File: config.mk
export PLATFORM = sky130hd
export DESIGN_NAME = cpu_doze_gate
export DESIGN_NICKNAME = d
export VERILOG_FILES = /design/src/rtl/cpu_doze_pkg.sv /design/src/rtl/cpu_doze_cfg.sv /design/src/rtl/cpu_doze_div.sv /design/src/rtl/cpu_doze_gate.sv
export SDC_FILE = /design/constraint.sdc
export NUM_CORES = 1
export LEC_CHECK = 0
export ABC_CLOCK_PERIOD_IN_PS = 1900
export BUFFER_PORTS_ARGS = -buffer_cell sky130_fd_sc_hd__buf_4
export CAP_MARGIN = 20
export CORE_UTILIZATION = 54
export CTS_CLUSTER_SIZE = 28
export DETAILED_ROUTE_END_ITERATION = 6
export PLACE_DENSITY = 0.76
export SLEW_MARGIN = 20
export SYNTH_ARGS = -nofsm -noshare
export SYNTH_HDL_FRONTEND = slang
export SYNTH_HIERARCHICAL = 1
export SYNTH_SLANG_ARGS = --single-unit
File: constraint.sdc
create_clock -name clk -period 1.9 [get_ports clk]
set_clock_uncertainty 0.2 [all_clocks]
set_input_delay 0.095 -clock clk [delete_from_list [all_inputs] [get_ports clk]]
set_output_delay 0.095 -clock clk [all_outputs]
set_load 0.01 [all_outputs]
File: src/rtl/cpu_doze_pkg.sv
package cpu_doze_pkg;
  localparam int RATE_W = 3;

  typedef struct packed {
    logic                doze;
    logic [RATE_W-1:0]   rate;
    logic                wake;
  } doze_cfg_t;
endpackage

File: src/rtl/cpu_doze_cfg.sv
module cpu_doze_cfg
  import cpu_doze_pkg::*;
(
  input  logic                clk,
  input  logic                rst,
  input  logic                wr,
  input  logic                wr_doze,
  input  logic [RATE_W-1:0]   wr_rate,
  input  logic                wr_wake,
  input  logic                irq,
  output doze_cfg_t           cfg,
  output logic                wake_hit,
  output logic                restart
);
  doze_cfg_t cfg_q;
  logic      setting_moves;

  // hardware wake only when no write is competing (write has priority)
  assign wake_hit      = irq && cfg_q.wake && cfg_q.doze && !wr;
  assign setting_moves = wr && ((wr_doze != cfg_q.doze) || (wr_rate != cfg_q.rate));
  assign restart       = setting_moves || wake_hit;

  always_ff @(posedge clk) begin
    if (rst) begin
      cfg_q.doze <= 1'b0;
      cfg_q.rate <= '0;
      cfg_q.wake <= 1'b0;
    end else if (wr) begin
      cfg_q.doze <= wr_doze;
      cfg_q.rate <= wr_rate;
      cfg_q.wake <= wr_wake;
    end else if (wake_hit) begin
      cfg_q.doze <= 1'b0;
    end
  end

  assign cfg = cfg_q;
endmodule

File: src/rtl/cpu_doze_div.sv
module cpu_doze_div #(
  parameter int RATE_W = 3
) (
  input  logic              clk,
  input  logic              rst,
  input  logic [RATE_W-1:0] rate,
  input  logic              restart,
  output logic              wrap
);
  localparam int CNT_W = (1 << RATE_W) - 1;

  logic [CNT_W-1:0] cnt_q;
  logic [CNT_W-1:0] term;

  // terminal count 2^rate - 1 as a thermometer of the rate code
  for (genvar i = 0; i < CNT_W; i++) begin : g_term
    assign term[i] = (32'(rate) > i);
  end

  assign wrap = (cnt_q == term);

  always_ff @(posedge clk) begin
    if (rst || restart || wrap) begin
      cnt_q <= '0;
    end else begin
      cnt_q <= cnt_q + 1'b1;
    end
  end
endmodule

File: src/rtl/cpu_doze_gate.sv
module cpu_doze_gate
  import cpu_doze_pkg::*;
(
  input  logic              clk,
  input  logic              rst,
  input  logic              cfg_wr,
  input  logic              cfg_doze,
  input  logic [2:0]        cfg_rate,
  input  logic              cfg_wake,
  input  logic              irq_evt,
  output logic              cpu_ce,
  output logic              periph_ce,
  output logic              doze_on
);
  doze_cfg_t cfg_q;
  logic      wake_hit;
  logic      restart;
  logic      wrap;
  logic      cpu_ce_q;
  logic      periph_ce_q;

  cpu_doze_cfg u_cfg (
    .clk      (clk),
    .rst      (rst),
    .wr       (cfg_wr),
    .wr_doze  (cfg_doze),
    .wr_rate  (cfg_rate),
    .wr_wake  (cfg_wake),
    .irq      (irq_evt),
    .cfg      (cfg_q),
    .wake_hit (wake_hit),
    .restart  (restart)
  );

  cpu_doze_div #(.RATE_W(RATE_W)) u_div (
    .clk     (clk),
    .rst     (rst),
    .rate    (cfg_q.rate),
    .restart (restart),
    .wrap    (wrap)
  );

  always_ff @(posedge clk) begin
    if (rst) begin
      cpu_ce_q    <= 1'b0;
      periph_ce_q <= 1'b0;
    end else begin
      cpu_ce_q    <= !cfg_q.doze || wrap || wake_hit;
      periph_ce_q <= 1'b1;
    end
  end

  assign cpu_ce    = cpu_ce_q;
  assign periph_ce = periph_ce_q;
  assign doze_on   = cfg_q.doze;
endmodule

==> results by group <==
Clocking
  – Clock Latency Late Sink: between 0.2 and 0.3 ns
  – CTS tree: yes
  – # H-tree levels: 1
  – # clock sinks: 14
  – Max Root-Sink Buffers: 2
  – Num CTS Buffers: 3
  – Worst-path clk slew: roughly 0.080 ns
  – Clock root buffer: clkbuf_4

Worst setup path
  – R2R depth: 5
  – Critical Path AT: 1.77 ns
  – Startpoint types: flop
  – Critical path, cell by cell: nor3b_2 > a32oi_1 > a221oi_4 > buf_4 > a2111oi_1
  – Worst Path Required: between 1.5 and 2 ns
  – Crit path largest cell delay: 0.48 ns
  – Setup crit end kind: flop
  – CP Max Fanout: 7
  – Slowest CP cell: dfxtp_1
  – CP Class: flop to flop

Yosys
  – Cell area after synthesis: ~810 um2
  – EDFF count, synth: 0
  – Mapped Avg Cell Area: between 9 and 10 um2
  – Yosys cell types: 28
  – Mapped Nets: a little over 90
  – Register area share after synthesis: approximately a third
  – Async SR Flop Fraction: 0%
  – Flop and latch count out of synthesis: 14
  – Dominant synthesized flop cell: dfxtp_1
  – Yosys Warn Count: 6
  – Cell count after synthesis: 82

Final layout
  – Area occupied by multi-input gates: just under 500 um2
  – Count of non-filler cells in the finished layout: ~120
  – Sequential cell area: approximately 280 um2
  – Area growth from synthesis to layout: 26.40%
  – Share of cells above drive strength 1: roughly a quarter
  – Diode count: 0
  – Final net count: 116
  – Fill cells: 102

Route
  – # DRC: 0
  – DR pass1 iterations: 4
  – WL/cell: about 15 um
  – Post-route ant nets: 0
  – Final WL: ~1700 um
  – DR vias: 682
  – DR vias/cell: between 5 and 6
  – DRT iter0 DRCs: 7

Floorplanning
  – DIE AREA: 1651 um2
  – Row cnt: 13
  – Initial core utilization: approximately three fifths
  – Die width: 40.63 um
  – Top Ports: 12
  – Die Ht: approximately 41 um
  – Core Area: 1350 um2

STA
  – # setup viols final: 0
  – Fmax: 544.2 MHz
  – RSZ-0062 raised after global routing: true
  – Slew HR: 73.74%
  – Fin crit share: slightly below 100%
  – Crit path time final: around 1.8 ns
  – Worst Tran Pin Value: 0.3939 ns
  – Max-slew violation count: 0
  – Smallest setup slack after layout: approximately 0.062 ns
  – Final hold violation count: 0
  – Hold WS: roughly 0.037 ns

Job
  – MaxCap Viol Count: 0

GRT
  – Largest net degree at the start of global routing: 15
  – Global-route wire length before repair: about 2600 um
  – Initial antenna violation count: 0
  – GRT Util Overall: roughly 25%
  – GRT overflow: 0
  – Vias in the first global route: 627

Power
  – Maximum vdd ir drop: slightly above 0.5 mV
  – Cell Pwr Density: around 610 nW/um2
  – Leak Pwr: 0.0003895 uW

Hold path
  – Hold depth: 3
  – Worst Hold Class: input port to flop

Outcome
  – Run status: complete, no violations

Place
  – Post-detail-place hpwl: between 1000 and 1500 um
  – Routability Congestion: ~0.72
  – Port buffer count: 11
  – Inst Count DP: 105
  – DP Worst Slack: -0.06118 ns
[registers in the layout, indices dropped and copies added (netlist names)]
register / flops
cpu_ce: 1
u_div/cnt_q: 7
u_cfg/cfg: 5
periph_ce: 1
[path summary, 6_finish.rpt]
kind	start	endpoint	slack (ns)
max	u_div/cnt_q[0]	u_div/cnt_q[6]	0.06
min	cfg_wr	u_cfg/cfg[1]	0.04
min reg2reg	u_div/cnt_q[6]	u_div/cnt_q[6]	0.41
max reg2reg	u_div/cnt_q[0]	u_div/cnt_q[6]	0.06
[worst max-delay path, delay by kind of cell (launching register included)]
kind	cells	cell delay, ns
buf+inv	1	0.19
simple gates	1	0.22
compound gates	3	0.61
flops	1	0.48
[routing by layer]
| metal | GRT usage [%] | wire length [um] | up-vias |
|---|---|---|---|
| met1 | 26.69 | 793 | 316 |
| met4 | 15.00 | 21 | 0 |
| li1 | - | - | 348 |
| met2 | 45.63 | 858 | 16 |
| met3 | 3.261 | 61 | 2 |
| met5 | 0 | 0 | - |
[layout by cell type (no fill, tap or decap), drive strengths merged, types with 2 or more instances in the layout]
cell type	count
a21o	2
xor2	3
dlygate4sd3	10
clkbuf	3
dfxtp	14
nand4	3
mux2i	4
inv	2
buf	13
nor2	10
nor2b	2
o21ai	2
nand2	5
nor3b	2
a2111oi	7
xnor2	8
nand3	3
[per-stage QoR]
stage	total power, uW	cell area (um2)	TNS, ns	utilization, %
5_1_grt	652.8	1018	-0.005790	75.44
3_3_place_gp	429.0	869.6	0	64.41
4_1_cts	615.4	1007	0	74.61
3_5_place_dp	432.7	869.6	-0.06156	64.41
2_1_floorplan	401.4	805.8	0	-
6_report	616.2	1018	0	75.44
[area by class of cell]
type                            instances  share of cell area, %
Clock buffer                            3                  2.211
Multi-Input combinational cell         62                  47.91
Timing Repair Buffer                   23                  19.41
Inverter                                2                 0.7371
Sequential cell                        14                  27.89
Tap cell                               15                  1.843
[power breakdown]
group	internal, uW	total, uW	switching, uW	leakage (uW)
combinational	75.7	136	59.9	0.000260
sequential	306	325	19.1	0.000116
clock	73.2	155	82.0	0.0000138
[repair_timing]
action	4_1_cts	5_1_grt
hold endpoints to repair	14	0
setup endpoints to repair	5	8
pin swaps	0	1
buffers inserted	0	1
gates resized for setup	2	3
hold buffers	10	0
[synthesized netlist by cell type (2+ instances only)]
| library cell | number | share of area [%] |
|---|---|---|
| a21o_1 | 2 | 1.9 |
| nor2b_4 | 2 | 3.4 |
| nand3_1 | 3 | 1.9 |
| buf_6 | 4 | 5.6 |
| mux2i_1 | 4 | 5.0 |
| dfxtp_1 | 14 | 35 |
| a2111oi_1 | 6 | 7.5 |
| inv_1 | 2 | 0.93 |
| xnor2_1 | 8 | 8.7 |
| nor2_1 | 10 | 4.7 |
| nand4_1 | 3 | 2.3 |
| nand2_1 | 5 | 2.3 |
| xor2_1 | 3 | 3.3 |
| nor3b_2 | 2 | 3.1 |
[kinds of logic after synthesis]
kind of cell	synth area share (%)
fa+ha+maj	1.553
simple gates	20.96
compound gates	19.25
xor+xnor	11.96
mux	4.969
buf+inv	6.522
flops	34.78
No activity file was read; power rests on OpenSTA's default activity.
